$ cat src/rtl/irq_cascade_pkg.sv
package irq_cascade_pkg;
  localparam int unsigned GRP_W  = 8;
  localparam int unsigned ADDR_W = 3;

  typedef enum logic [ADDR_W-1:0] {
    ADR_L0_STAT = 3'd0,
    ADR_L0_MASK = 3'd1,
    ADR_L1_STAT = 3'd2,
    ADR_L1_MASK = 3'd3,
    ADR_MP_STAT = 3'd4,
    ADR_MP_MSK0 = 3'd5,
    ADR_MP_MSK1 = 3'd6
  } reg_addr_e;
endpackage

$ cat src/rtl/irq_sync.sv
module irq_sync #(
  parameter int unsigned W      = 8,
  parameter int unsigned STAGES = 2
) (
  input  logic         clk_i,
  input  logic         rst_ni,
  input  logic [W-1:0] d_i,
  output logic [W-1:0] q_o
);
  logic [W-1:0] stg_q [STAGES];

  for (genvar s = 0; s < STAGES; s++) begin : g_stage
    always_ff @(posedge clk_i or negedge rst_ni) begin
      if (!rst_ni) stg_q[s] <= '0;
      else if (s == 0) stg_q[s] <= d_i;
      else stg_q[s] <= stg_q[(s == 0) ? 0 : s-1];
    end
  end

  assign q_o = stg_q[STAGES-1];
endmodule

$ cat src/rtl/irq_local_group.sv
module irq_local_group #(
  parameter int unsigned W        = 8,
  parameter int unsigned CAS_SLOT = 2
) (
  input  logic         clk_i,
  input  logic         rst_ni,
  input  logic [W-1:0] src_sync_i,
  input  logic         cas_i,
  input  logic         mask_we_i,
  input  logic [W-1:0] wdata_i,
  output logic [W-1:0] status_o,
  output logic [W-1:0] mask_o,
  output logic         irq_o
);
  // reserved slot carries the cascaded mappable request
  for (genvar b = 0; b < W; b++) begin : g_bit
    if (b == CAS_SLOT) begin : g_cas
      assign status_o[b] = cas_i;
    end else begin : g_ext
      assign status_o[b] = src_sync_i[b];
    end
  end

  always_ff @(posedge clk_i or negedge rst_ni) begin
    if (!rst_ni)        mask_o <= '0;
    else if (mask_we_i) mask_o <= wdata_i;
  end

  always_ff @(posedge clk_i or negedge rst_ni) begin
    if (!rst_ni) irq_o <= 1'b0;
    else         irq_o <= |(status_o & mask_o);
  end
endmodule

$ cat src/rtl/irq_map_group.sv
module irq_map_group #(
  parameter int unsigned W     = 8,
  parameter int unsigned SINKS = 2
) (
  input  logic             clk_i,
  input  logic             rst_ni,
  input  logic [W-1:0]     status_i,
  input  logic [SINKS-1:0] mask_we_i,
  input  logic [W-1:0]     wdata_i,
  output logic [W-1:0]     mask_o [SINKS],
  output logic [SINKS-1:0] cas_o
);
  for (genvar k = 0; k < SINKS; k++) begin : g_sink
    always_ff @(posedge clk_i or negedge rst_ni) begin
      if (!rst_ni)           mask_o[k] <= '0;
      else if (mask_we_i[k]) mask_o[k] <= wdata_i;
    end
    assign cas_o[k] = |(status_i & mask_o[k]);
  end
endmodule

$ cat src/rtl/irq_cascade_ctrl.sv
module irq_cascade_ctrl
  import irq_cascade_pkg::*;
#(
  parameter int unsigned CAS0_SLOT = 2,
  parameter int unsigned CAS1_SLOT = 3
) (
  input  logic              clk_i,
  input  logic              rst_ni,
  input  logic [GRP_W-1:0]  lcl0_src_i,
  input  logic [GRP_W-1:0]  lcl1_src_i,
  input  logic [GRP_W-1:0]  map_src_i,
  input  logic [ADDR_W-1:0] bus_addr_i,
  input  logic [GRP_W-1:0]  bus_wdata_i,
  input  logic              bus_we_i,
  output logic [GRP_W-1:0]  bus_rdata_o,
  output logic              irq0_o,
  output logic              irq1_o
);
  localparam int unsigned NSRC = 3 * GRP_W;

  logic [NSRC-1:0]  src_sync;
  logic [GRP_W-1:0] stat0, stat1, map_stat;
  logic [GRP_W-1:0] mask0, mask1;
  logic [GRP_W-1:0] map_mask [2];
  logic [1:0]       cas;
  logic [1:0]       map_we;
  logic             we0, we1;

  irq_sync #(.W(NSRC), .STAGES(2)) u_sync (
    .clk_i (clk_i),
    .rst_ni(rst_ni),
    .d_i   ({map_src_i, lcl1_src_i, lcl0_src_i}),
    .q_o   (src_sync)
  );

  assign map_stat = src_sync[2*GRP_W +: GRP_W];

  assign we0       = bus_we_i && (bus_addr_i == ADR_L0_MASK);
  assign we1       = bus_we_i && (bus_addr_i == ADR_L1_MASK);
  assign map_we[0] = bus_we_i && (bus_addr_i == ADR_MP_MSK0);
  assign map_we[1] = bus_we_i && (bus_addr_i == ADR_MP_MSK1);

  irq_map_group #(.W(GRP_W), .SINKS(2)) u_map (
    .clk_i    (clk_i),
    .rst_ni   (rst_ni),
    .status_i (map_stat),
    .mask_we_i(map_we),
    .wdata_i  (bus_wdata_i),
    .mask_o   (map_mask),
    .cas_o    (cas)
  );

  irq_local_group #(.W(GRP_W), .CAS_SLOT(CAS0_SLOT)) u_grp0 (
    .clk_i     (clk_i),
    .rst_ni    (rst_ni),
    .src_sync_i(src_sync[0 +: GRP_W]),
    .cas_i     (cas[0]),
    .mask_we_i (we0),
    .wdata_i   (bus_wdata_i),
    .status_o  (stat0),
    .mask_o    (mask0),
    .irq_o     (irq0_o)
  );

  irq_local_group #(.W(GRP_W), .CAS_SLOT(CAS1_SLOT)) u_grp1 (
    .clk_i     (clk_i),
    .rst_ni    (rst_ni),
    .src_sync_i(src_sync[GRP_W +: GRP_W]),
    .cas_i     (cas[1]),
    .mask_we_i (we1),
    .wdata_i   (bus_wdata_i),
    .status_o  (stat1),
    .mask_o    (mask1),
    .irq_o     (irq1_o)
  );

  always_comb begin
    case (bus_addr_i)
      ADR_L0_STAT: bus_rdata_o = stat0;
      ADR_L0_MASK: bus_rdata_o = mask0;
      ADR_L1_STAT: bus_rdata_o = stat1;
      ADR_L1_MASK: bus_rdata_o = mask1;
      ADR_MP_STAT: bus_rdata_o = map_stat;
      ADR_MP_MSK0: bus_rdata_o = map_mask[0];
      ADR_MP_MSK1: bus_rdata_o = map_mask[1];
      default:     bus_rdata_o = '0;
    endcase
  end
endmodule

$ cat config.mk
export PLATFORM = sky130hd
export DESIGN_NAME = irq_cascade_ctrl
export DESIGN_NICKNAME = d
export VERILOG_FILES = /design/src/rtl/irq_cascade_pkg.sv /design/src/rtl/irq_sync.sv /design/src/rtl/irq_local_group.sv /design/src/rtl/irq_map_group.sv /design/src/rtl/irq_cascade_ctrl.sv
export SDC_FILE = /design/constraint.sdc
export NUM_CORES = 1
export LEC_CHECK = 0
export CORE_AREA = 10 10 156 86
export CTS_CLUSTER_SIZE = 25
export DETAILED_ROUTE_END_ITERATION = 8
export DIE_AREA = 0 0 166 96
export DONT_BUFFER_PORTS = 1
export GPL_TIMING_DRIVEN = 0
export SETUP_SLACK_MARGIN = 0.02
export SLEW_MARGIN = 20
export SYNTH_ARGS = -nofsm -noshare
export SYNTH_HDL_FRONTEND = slang
export SYNTH_SLANG_ARGS = --single-unit
$ cat constraint.sdc
create_clock -name clk_i -period 1.1 [get_ports clk_i]
set_input_delay 0.165 -clock clk_i [delete_from_list [all_inputs] [get_ports clk_i]]
set_output_delay 0.165 -clock clk_i [all_outputs]
set_load 0.02 [all_outputs]
==> summary.txt, run 1 <==
Run status
  • Status: finished, violations left
  • Failing checks: hold timing, setup timing

STA
  • Final min period: 1.88 ns
  • Setup WS post-layout: -0.775 ns
  • Slew margin rel.: 0.664
  • RSZ-0062 raised after global routing: true
  • Setup Viol. Count Final: 10
  • Worst Skew: 0.00726 ns
  • TNS Setup: -4.99 ns
  • Hold WS: -0.475 ns
  • Least-Margin Pin Slew: 0.506 ns
  • Max-slew violations: 0
  • Final hold violations: 78
  • Final Cycle Share: 1.70
  • FMAX: 533 MHz

Logic synthesis
  • Synth Area per Inst: 15.0 sq um
  • Synthesized instance count: 203
  • Post-Syn Nets: 241
  • Flip-flop and latch count after synthesis: 78
  • Post-Synth XOR/XNOR Area: 0
  • Library cells used by synthesis: 31
  • Sequential share of the synthesized area: 0.642
  • Post-Synthesis Cell Area: 3040 sq um
  • Post-Synth Adder-Cell Area: 0
  • Synth Area in Compound Gates: 0.0799
  • Mux contribution to synthesized area: 0.189
  • Post-synthesis simple-gate area fraction: 0.0667
  • Synth Warn #: 0
  • Main combinational cell family by area after synthesis: multiplexers

Finish
  • Final core utilization: 0.375
  • Ant diodes: 0
  • Non-Filler Instances: 393
  • Share of layout cells above drive strength 1: 0.331
  • Sequential cell area: 1950 sq um
  • Area grow syn2layout: 32.2%
  • Fin area: 4020 sq um
  • Multi-input logic area: 1140 sq um
  • Final #Nets: 283
  • Filler cells: 1035

Detailed routing
  • Iteration-0 DRC Markers: 175
  • 1st-pass router iterations: 4
  • DRC: 0
  • DRT Wirelength: 8.05 mm
  • Vias per cell: 4.90
  • Antenna-violating nets left: 0
  • WL/cell: 20.5 microns
  • Total number of vias: 1924

Critical path
  • Worst EP arrival: 1.71 ns
  • Cells along the critical path: a22oi_2, nand4_1, o211ai_1, o311ai_4
  • Crit path buffers/inverters: 0
  • R2R depth: 5
  • Critical Setup Path Class: reg -> out
  • Crit path max-delay family: compound AO/OA/AOI/OAI gates
  • Data required, critical path: 0.94 ns
  • Max stage delay on crit path: 0.44 ns
  • R2R Setup Slk: -0.31 ns
  • Critical Path Stages: 4
  • Critical-path top delay cell: dfrtp_1
  • CP Capture Type: output pin
  • Crit start category: flip-flop
  • Crit path max fanout: 2

Die
  • Row count: 27
  • Initial Util: 0.284
  • Core area: 10700 sq um
  • Top-level I/O count: 48
  • Die ar.: 15900 sq um
  • Die height: 96 microns
  • DIE WIDTH: 166 microns

Clock network
  • Clock Pin Slew Worst Setup and Hold Paths: 0.06 ns
  • CTS tree: built
  • H-tree depth: 3
  • Num Clock Sinks: 78
  • Worst-Skew Late Latency: 0.33 ns
  • CTS Hold Bufs: 30
  • CTS Buf Count: 9
  • Clock buffer depth: 2
  • Root buffer cell: clkbuf_16

Worst hold path
  • Hold WC Path Type: in -> async

GRT
  • Grt total ovfl: 0
  • GRT Util Overall: 0.106
  • Initial antenna violation count: 1
  • First-pass GRT wire length: 12.6 mm
  • Vias in the first global route: 1996
  • Largest net degree at the start of global routing: 79

Placement
  • Area post-placement: 3330 sq um
  • Count of buffers from port buffering: 0
  • DP HPWL: 5.90 mm
  • Final GP Congestion: 0.869
  • Cell count after placement: 348

Pwr
  • Pleak: 1.67 nW
  • Worst vdd ir: 0.000817 V
  • Total power: 7.87 mW
  • PD cells: 1960 nW/um^2

Flow run
  • MaxCap Viol Count: 0
==> cell families (layout without fill, tap and decap cells) <==
family | count (synthesis) | in the layout
flops | 78 | 78
mux | 48 | 48
compound gates | 36 | 36
simple gates | 31 | 31
buf+inv | 10 | 55
==> layout by cell type (no fill, tap or decap), drive strengths merged <==
master | Yosys | layout
dfrtp | 78 | 78
mux2 | 34 | 34
dlygate4sd3 | 0 | 30
a22oi | 13 | 13
mux2i | 10 | 10
clkbuf | 1 | 10
nor2 | 9 | 9
a21oi | 9 | 9
buf | 8 | 9
nand2 | 5 | 5
nand4 | 4 | 4
nand3b | 4 | 4
mux4 | 4 | 4
o21ai | 4 | 4
a31oi | 3 | 3
bufinv | 0 | 3
nand3 | 3 | 3
a222oi | 2 | 2
clkinv | 0 | 2
nor2b | 2 | 2
o31ai | 1 | 1
inv | 1 | 1
nor3b | 1 | 1
o221ai | 1 | 1
and2b | 1 | 1
a22o | 1 | 1
nand2b | 1 | 1
o211ai | 1 | 1
o311ai | 1 | 1
and3 | 1 | 1
==> timing repair <==
item                                   4_1_cts  5_1_grt
endpoints found under the hold margin      132       78
setup endpoints to repair                   10       10
gates resized for setup                      4        6
buffers inserted                             1        0
pin swaps                                    5        5
==> flip-flops by register name (all words and copies together) (netlist names) <==
signal	cells
u_grp0.irq_o	1
u_grp0.mask_o	8
u_grp1.irq_o	1
u_grp1.mask_o	8
u_map.mask_o	16
u_sync.q_o	22
u_sync.stg_q	22
==> per-stage QoR <==
stage               setup slack, ns  hold slack (ns)
floorplan                    -0.116           -0.131
global placement             -0.436           -0.127
detailed placement           -0.427           -0.127
CTS                          -0.785           -0.488
global route                 -0.825           -0.491
finish                       -0.775           -0.475
==> synth_stat cells <==
master	n	area (sq um)
o311ai_0	1	8.76
nand4_1	4	25.0
o211ai_1	1	7.51
mux2_2	34	383
nor2b_4	1	13.8
nand2_1	5	18.8
a31oi_1	3	18.8
and3_1	1	6.26
buf_4	1	7.51
clkbuf_1	1	3.75
dfrtp_1	78	1950
nor2_1	9	33.8
mux4_2	4	90.1
a22o_1	1	8.76
o21ai_0	4	20.0
a21oi_1	9	45.0
nand2b_1	1	6.26
mux2i_1	10	100
a222oi_1	2	20.0
nand3b_1	4	30.0
buf_2	4	20.0
and2b_4	1	10.0
buf_6	3	33.8
nand3_4	2	35.0
a22oi_1	13	97.6
nor2b_1	1	6.26
o31ai_1	1	7.51
nor3b_1	1	7.51
o221ai_1	1	8.76
inv_1	1	3.75
nand3_2	1	10.0
==> area by class of cell <==
type | instances | area share
sequential | 78 | 0.486
multi-input combinational | 115 | 0.285
timing repair buffer | 31 | 0.0766
clock buffer | 9 | 0.0561
tap | 145 | 0.0452
buffer | 9 | 0.0255
clock inverter | 5 | 0.0249
inverter | 1 | 0.000934
==> where the power goes <==
part	switching, mW	leakage [nW]	internal (mW)	total [mW]
registers	0.327	0.916	3.23	3.56
logic	0.469	0.594	0.586	1.05
clock network	1.08	0.161	2.18	3.26
==> path summary, 6_finish.rpt <==
path / start / end
hold reg to reg: u_sync.stg_q[25]$_DFF_PN0_ / u_sync.q_o[1]$_DFF_PN0_
hold / removal: rst_ni / u_sync.stg_q[32]$_DFF_PN0_
max in group asynchronous: rst_ni / u_grp1.mask_o[4]$_DFFE_PN0P_
min in group clk_i: bus_we_i / u_map.mask_o[3]$_DFFE_PN0P_
setup reg to reg: u_sync.q_o[22]$_DFF_PN0_ / u_grp0.irq_o$_DFF_PN0_
setup / recovery: u_sync.q_o[22]$_DFF_PN0_ / bus_rdata_o[3]
==> routing by layer <==
metal | share of wire | GRT usage | vias to the layer above
li1 | - | - | 836
met3 | 0.11 | 0.0427 | 9
met2 | 0.37 | 0.125 | 85
met4 | 0.0080 | 0.0403 | 2
met5 | 0.00087 | 0 | -
met1 | 0.51 | 0.161 | 992
Power figures use the tool's default switching activity.
==> inputs of run 2 (changes only) <==
--- a/config.mk
+++ b/config.mk
@@ -11,7 +11,7 @@
 export DIE_AREA = 0 0 166 96
 export DONT_BUFFER_PORTS = 1
 export GPL_TIMING_DRIVEN = 0
-export SETUP_SLACK_MARGIN = 0.02
+export SETUP_SLACK_MARGIN = 0.5
 export SLEW_MARGIN = 20
 export SYNTH_ARGS = -nofsm -noshare
 export SYNTH_HDL_FRONTEND = slang
==> summary.txt, run 2 (synthesis results as in run 1) <==
Placement
  • Cell count after placement: 348 (unchanged)
  • DP HPWL: 5.92 mm (+0.38%)
  • Final GP Congestion: 0.827 (-4.9%)
  • Area post-placement: 3400 sq um (+2.0%)
  • Count of buffers from port buffering: 0 (unchanged)

Detailed routing
  • Total number of vias: 1943 (+0.99%)
  • 1st-pass router iterations: 4 (unchanged)
  • Antenna-violating nets left: 0 (unchanged)
  • Iteration-0 DRC Markers: 185 (+5.7%)
  • DRC: 0 (unchanged)
  • Vias per cell: 4.85 (-1.0%)
  • DRT Wirelength: 8.27 mm (+2.7%)
  • WL/cell: 20.6 microns (+0.63%)

Clock network
  • Num Clock Sinks: 78 (unchanged)
  • Root buffer cell: clkbuf_16
  • CTS Hold Bufs: 22 (-27%)
  • CTS Buf Count: 9 (unchanged)
  • Clock buffer depth: 2 (unchanged)
  • CTS tree: built
  • Clock Pin Slew Worst Setup and Hold Paths: 0.06 ns (about the same)
  • H-tree depth: 3 (unchanged)
  • Worst-Skew Late Latency: 0.34 ns (about the same)

STA
  • Final hold violations: 110 (+41%)
  • Setup WS post-layout: -0.730 ns (+0.0457 ns)
  • Slew margin rel.: 0.623 (-0.0407)
  • TNS Setup: -5.31 ns (-0.324 ns)
  • Worst Skew: 0.00715 ns (-0.000103 ns)
  • Final min period: 1.83 ns (-0.0457 ns)
  • Setup Viol. Count Final: 10 (unchanged)
  • RSZ-0062 raised after global routing: true
  • Final Cycle Share: 1.66 (-0.0416)
  • Hold WS: -0.481 ns (-0.00633 ns)
  • Max-slew violations: 0 (unchanged)
  • FMAX: 547 MHz (+2.5%)
  • Least-Margin Pin Slew: 0.561 ns (+0.0556 ns)

Die
  • DIE WIDTH: 166 microns (unchanged)
  • Core area: 10700 sq um (unchanged)
  • Row count: 27 (unchanged)
  • Top-level I/O count: 48 (unchanged)
  • Die ar.: 15900 sq um (unchanged)
  • Die height: 96 microns (unchanged)
  • Initial Util: 0.284 (unchanged)

Run status
  • Status: finished, violations left
  • Failing checks: hold timing, setup timing

Pwr
  • Total internal power: 5.67 mW (-5.5%)
  • Pleak: 1.81 nW (+8.3%)
  • Worst vdd ir: 0.000751 V (-8.1%)
  • Psw: 1.96 mW (+4.4%)
  • PD cells: 1830 nW/um^2 (-6.7%)
  • Switching share of power: 0.257 (+0.0184)
  • Reg power frac: 0.470 (+0.018)
  • Clock power share: 0.365 (-0.049)
  • Gate power share: 0.165 (+0.031)

GRT
  • GRT Util Overall: 0.108 (+0.00245)
  • Initial antenna violation count: 0 (-1)
  • First-pass GRT wire length: 12.8 mm (+2.0%)
  • Vias in the first global route: 2056 (+3.0%)
  • Grt total ovfl: 0 (unchanged)
  • Largest net degree at the start of global routing: 79 (unchanged)

Finish
  • Non-Filler Instances: 401 (+2.0%)
  • Final core utilization: 0.389 (+0.0141)
  • Share of layout cells above drive strength 1: 0.410 (+0.0795)
  • Ant diodes: 0 (unchanged)
  • Area grow syn2layout: 37.2%
  • Final #Nets: 289 (+2.1%)
  • Fin area: 4170 sq um (+3.8%)
  • Most frequent cells in the layout: dfrtp_1, mux2_4, dlygate4sd3_1
  • Commonest non-fill, non-tap cell in the layout: dfrtp_1

Worst hold path
  • Hold WC Path Type: in -> async

Critical path
  • Worst EP arrival: 1.66 ns (-0.05 ns)
  • Data required, critical path: 0.94 ns (about the same)
  • Critical R2R Capture: u_grp0.irq_o$_DFF_PN0_
  • Crit start category: flip-flop
  • Beginning of the critical path: u_map.mask_o[6]$_DFFE_PN0P_
  • R2R Setup Slk: -0.60 ns (-0.29 ns)
  • Setup crit end: bus_rdata_o[3]
  • Crit path max fanout: 3 (+1)
  • R2R depth: 8 (+3)
  • Crit Reg-Reg Startpoint: u_sync.q_o[19]$_DFF_PN0_
  • CP Capture Type: output pin
  • Critical Setup Path Class: reg -> out

Flow run
  • MaxCap Viol Count: 0 (unchanged)
## run 2: layer usage
layer	track usage	wire, microns	vias up	part of all wire
met5	0	0	-	0
met4	0.0330	93	0	0.011
met3	0.0443	941	10	0.11
met2	0.136	3110	97	0.38
met1	0.161	4120	986	0.50
li1	-	-	850	-
## run 2: critical path, stage by stage (launching register included)
cell and delay [ns]:
dfrtp_1 0.41, a22oi_2 0.24, nand4_1 0.15, o211ai_1 0.32, o311ai_4 0.21
## run 2: metrics by stage
step	worst slack (ns)	total power [mW]
floorplan	-0.116	4.29
finish	-0.730	7.63
global placement	-0.393	4.53
detailed placement	-0.463	4.56
global route	-0.813	7.99
CTS	-0.737	7.62
## run 2: final cells by class
cell class,instances,area (sq um)
inverters,1,3.75
fillers,975,6540
flip-flops and latches,78,1960
plain buffers,9,130
multi-input cells,115,1250
clock buffers,12,256
repair buffers,37,362
well taps,145,181
clock inverters,4,30.0
## run 2: what timing repair did
action | CTS | global route
endpoints found under the hold margin | 132 | 110
gates resized for setup | 22 | 10
pin swaps | 10 | 7
endpoints found under the setup margin | 44 | 44
cloned | 0 | 1
setup buffers | 8 | 6
## run 2: worst min path at each step
stage | depth (start not counted) | end | start | slack [ns]
floorplan | 0 | u_grp0.irq_o$_DFF_PN0_ | rst_ni | -0.13
finish | 0 | u_sync.stg_q[40]$_DFF_PN0_ | rst_ni | -0.48
global placement | 0 | u_sync.q_o[16]$_DFF_PN0_ | rst_ni | -0.13
global route | 0 | u_sync.stg_q[40]$_DFF_PN0_ | rst_ni | -0.50
CTS | 0 | u_sync.stg_q[40]$_DFF_PN0_ | rst_ni | -0.49
detailed placement | 0 | u_sync.stg_q[40]$_DFF_PN0_ | rst_ni | -0.13
## run 2: power by group through the flow
stage	Combinational, mW	Sequential (mW)	Clock, mW
floorplan	0.823	3.47	0
global route	1.34	3.62	3.03
detailed placement	0.977	3.59	0
global placement	0.957	3.58	0
CTS	1.18	3.56	2.87
finish	1.26	3.58	2.79
==> inputs of run 3 (changes only) <==
--- a/config.mk
+++ b/config.mk
@@ -5,14 +5,15 @@
 export SDC_FILE = /design/constraint.sdc
 export NUM_CORES = 1
 export LEC_CHECK = 0
-export CORE_AREA = 10 10 156 86
+export CORE_AREA = 2 2 148 78
 export CTS_CLUSTER_SIZE = 25
 export DETAILED_ROUTE_END_ITERATION = 8
-export DIE_AREA = 0 0 166 96
+export DIE_AREA = 0 0 150 80
 export DONT_BUFFER_PORTS = 1
 export GPL_TIMING_DRIVEN = 0
-export SETUP_SLACK_MARGIN = 0.5
+export SETUP_SLACK_MARGIN = 0.3
 export SLEW_MARGIN = 20
 export SYNTH_ARGS = -nofsm -noshare
 export SYNTH_HDL_FRONTEND = slang
 export SYNTH_SLANG_ARGS = --single-unit
+export TNS_END_PERCENT = 30
==> summary.txt, run 3 (synthesis results as in run 1) <==
STA
  • Slew margin rel.: 0.619 (-0.00440)
  • Hold WS: -0.483 ns (-0.00212 ns)
  • Final min period: 1.87 ns (+0.0385 ns)
  • TNS Setup: -4.80 ns (+0.509 ns)
  • Final Cycle Share: 1.70 (+0.0350)
  • Max-slew violations: 0 (unchanged)
  • Setup WS post-layout: -0.768 ns (-0.0385 ns)
  • Final hold violations: 78 (-29%)
  • Setup Viol. Count Final: 10 (unchanged)
  • Worst Skew: 0.00478 ns (-0.00237 ns)
  • FMAX: 535 MHz (-2.1%)
  • Least-Margin Pin Slew: 0.574 ns (+0.0122 ns)
  • RSZ-0062 raised after global routing: true

Placement
  • DP HPWL: 5.56 mm (-6.1%)
  • Final GP Congestion: 0.860 (+4.1%)
  • Count of buffers from port buffering: 0 (unchanged)

GRT
  • Initial antenna violation count: 0 (unchanged)
  • First-pass GRT wire length: 12.1 mm (-5.8%)
  • Largest net degree at the start of global routing: 79 (unchanged)
  • GRT Util Overall: 0.146 (+0.0371)
  • Vias in the first global route: 1899 (-7.6%)
  • Grt total ovfl: 0 (unchanged)

Detailed routing
  • Vias per cell: 4.92 (+1.6%)
  • Antenna-violating nets left: 0 (unchanged)
  • WL/cell: 20.3 microns (-1.7%)
  • 1st-pass router iterations: 5 (+1)
  • DRC: 0 (unchanged)
  • Iteration-0 DRC Markers: 159 (-14%)
  • Total number of vias: 1960 (+0.87%)
  • DRT Wirelength: 8.07 mm (-2.4%)

Finish
  • Multi-input logic area: 1210 sq um (-3.0%)
  • Filler cells: 1026 (+5.2%)
  • Commonest non-fill, non-tap cell in the layout: dfrtp_1
  • Share of layout cells above drive strength 1: 0.348 (-0.0623)
  • Most frequent cells in the layout: dfrtp_1, mux2_4, dlygate4sd3_1
  • Final #Nets: 286 (-1.0%)
  • Sequential cell area: 1960 sq um (-0.13%)
  • Ant diodes: 0 (unchanged)
  • Area grow syn2layout: 36.4%

Die
  • Row count: 27 (unchanged)
  • Die ar.: 12000 sq um (-25%)
  • Die height: 80 microns (-17%)
  • Initial Util: 0.285 (+0.000898)
  • Core area: 10700 sq um (-0.32%)
  • Top-level I/O count: 48 (unchanged)
  • DIE WIDTH: 150 microns (-9.6%)

Clock network
  • CTS Buf Count: 9 (unchanged)
  • Num Clock Sinks: 78 (unchanged)
  • CTS Hold Bufs: 30 (+36%)
  • Clock Pin Slew Worst Setup and Hold Paths: 0.06 ns (about the same)
  • Root buffer cell: clkbuf_16
  • CTS tree: built
  • Worst-Skew Late Latency: 0.34 ns (about the same)
  • Clock buffer depth: 2 (unchanged)
  • H-tree depth: 3 (unchanged)

Pwr
  • PD cells: 1910 nW/um^2 (+4.3%)
  • Pleak: 1.83 nW (+0.94%)
  • Total power: 7.91 mW (+3.7%)
  • Worst vdd ir: 0.000674 V (-10%)

Flow run
  • MaxCap Viol Count: 0 (unchanged)

Run status
  • Failing checks: hold timing, setup timing
  • Status: finished, violations left

Critical path
  • Setup crit end: bus_rdata_o[3]
  • CP Capture Type: output pin
  • Worst EP arrival: 1.70 ns (+0.04 ns)
  • Crit Reg-Reg Startpoint: u_sync.q_o[9]$_DFF_PN0_
  • Critical R2R Capture: u_grp1.irq_o$_DFF_PN0_
  • Critical Setup Path Class: reg -> out
  • Critical-path top delay cell: dfrtp_1
  • Cells along the critical path: a22oi_2, nand4_1, o211ai_1, o311ai_4
  • Max stage delay on crit path: 0.41 ns (about the same)
  • Crit start category: flip-flop
  • R2R depth: 3 (-5)
  • Beginning of the critical path: u_sync.q_o[17]$_DFF_PN0_
  • Crit path max fanout: 2 (-1)
  • Data required, critical path: 0.94 ns (about the same)
  • R2R Setup Slk: -0.21 ns (+0.39 ns)

Worst hold path
  • Hold WC Path Type: in -> async
==> run 3: cell types whose count changed in the layout (fill, tap and decap cells not counted), moves of 3 or more <==
cell / change
dlymetal6s4s_1: +7
mux2_4: -6
buf_6: -3
buf_4: -7
mux2_2: +6
==> run 3: per-layer routing <==
layer,up-vias,track usage,wire length [microns]
met4,0,0.0575,135
met1,1010,0.229,4160
li1,841,-,-
met3,15,0.0686,911
met5,-,0,0
met2,94,0.159,2860
==> run 3: power breakdown <==
part / leakage [nW] / switching (mW) / internal, mW
Clock: 0.153 / 1.17 / 2.00
Sequential: 0.914 / 0.338 / 3.23
Combinational: 0.759 / 0.474 / 0.684
Total: 1.83 / 1.99 / 5.92
==> run 3: stage by stage <==
step / instances / setup slack, ns / cell area (sq um) / utilization
2_1_floorplan: 203 / -0.116 / 3130 / -
3_3_place_gp: 348 / -0.418 / 3320 / 0.311
3_5_place_dp: 348 / -0.424 / 3320 / 0.311
4_1_cts: 395 / -0.764 / 4020 / 0.377
5_1_grt: 398 / -0.856 / 4140 / 0.388
6_report: 398 / -0.768 / 4140 / 0.388
==> run 3: worst min-delay path by stage <==
stage / end / depth (start not counted)
5_1_grt: u_sync.stg_q[24]$_DFF_PN0_ / 0
6_report: u_grp1.irq_o$_DFF_PN0_ / 0
4_1_cts: u_grp0.mask_o[6]$_DFFE_PN0P_ / 0
2_1_floorplan: u_grp0.irq_o$_DFF_PN0_ / 0
3_5_place_dp: u_sync.stg_q[24]$_DFF_PN0_ / 0
3_3_place_gp: u_sync.q_o[3]$_DFF_PN0_ / 0
==> run 3: cell type report <==
| cell class | count | area share |
|---|---|---|
| inverter | 1 | 0.000906 |
| tap | 145 | 0.0438 |
| multi-input combinational | 115 | 0.292 |
| buffer | 9 | 0.0296 |
| clock buffer | 10 | 0.0553 |
| sequential | 78 | 0.472 |
| timing repair buffer | 34 | 0.0839 |
| clock inverter | 6 | 0.0226 |
==> run 3: repair_timing <==
action	4_1_cts	5_1_grt
gates resized for setup	17	29
pin swaps	8	9
buffers inserted	1	3
setup endpoints to repair	36	44
endpoints found under the hold margin	132	78
==> run 3: worst max-delay path, delay by kind of cell, from the launching register on <==
| kind | cells | cell delay [ns] |
|---|---|---|
| AND/OR/NAND/NOR | 1 | 0.14 |
| flip-flops | 1 | 0.41 |
| AO/OA/AOI/OAI | 3 | 0.81 |
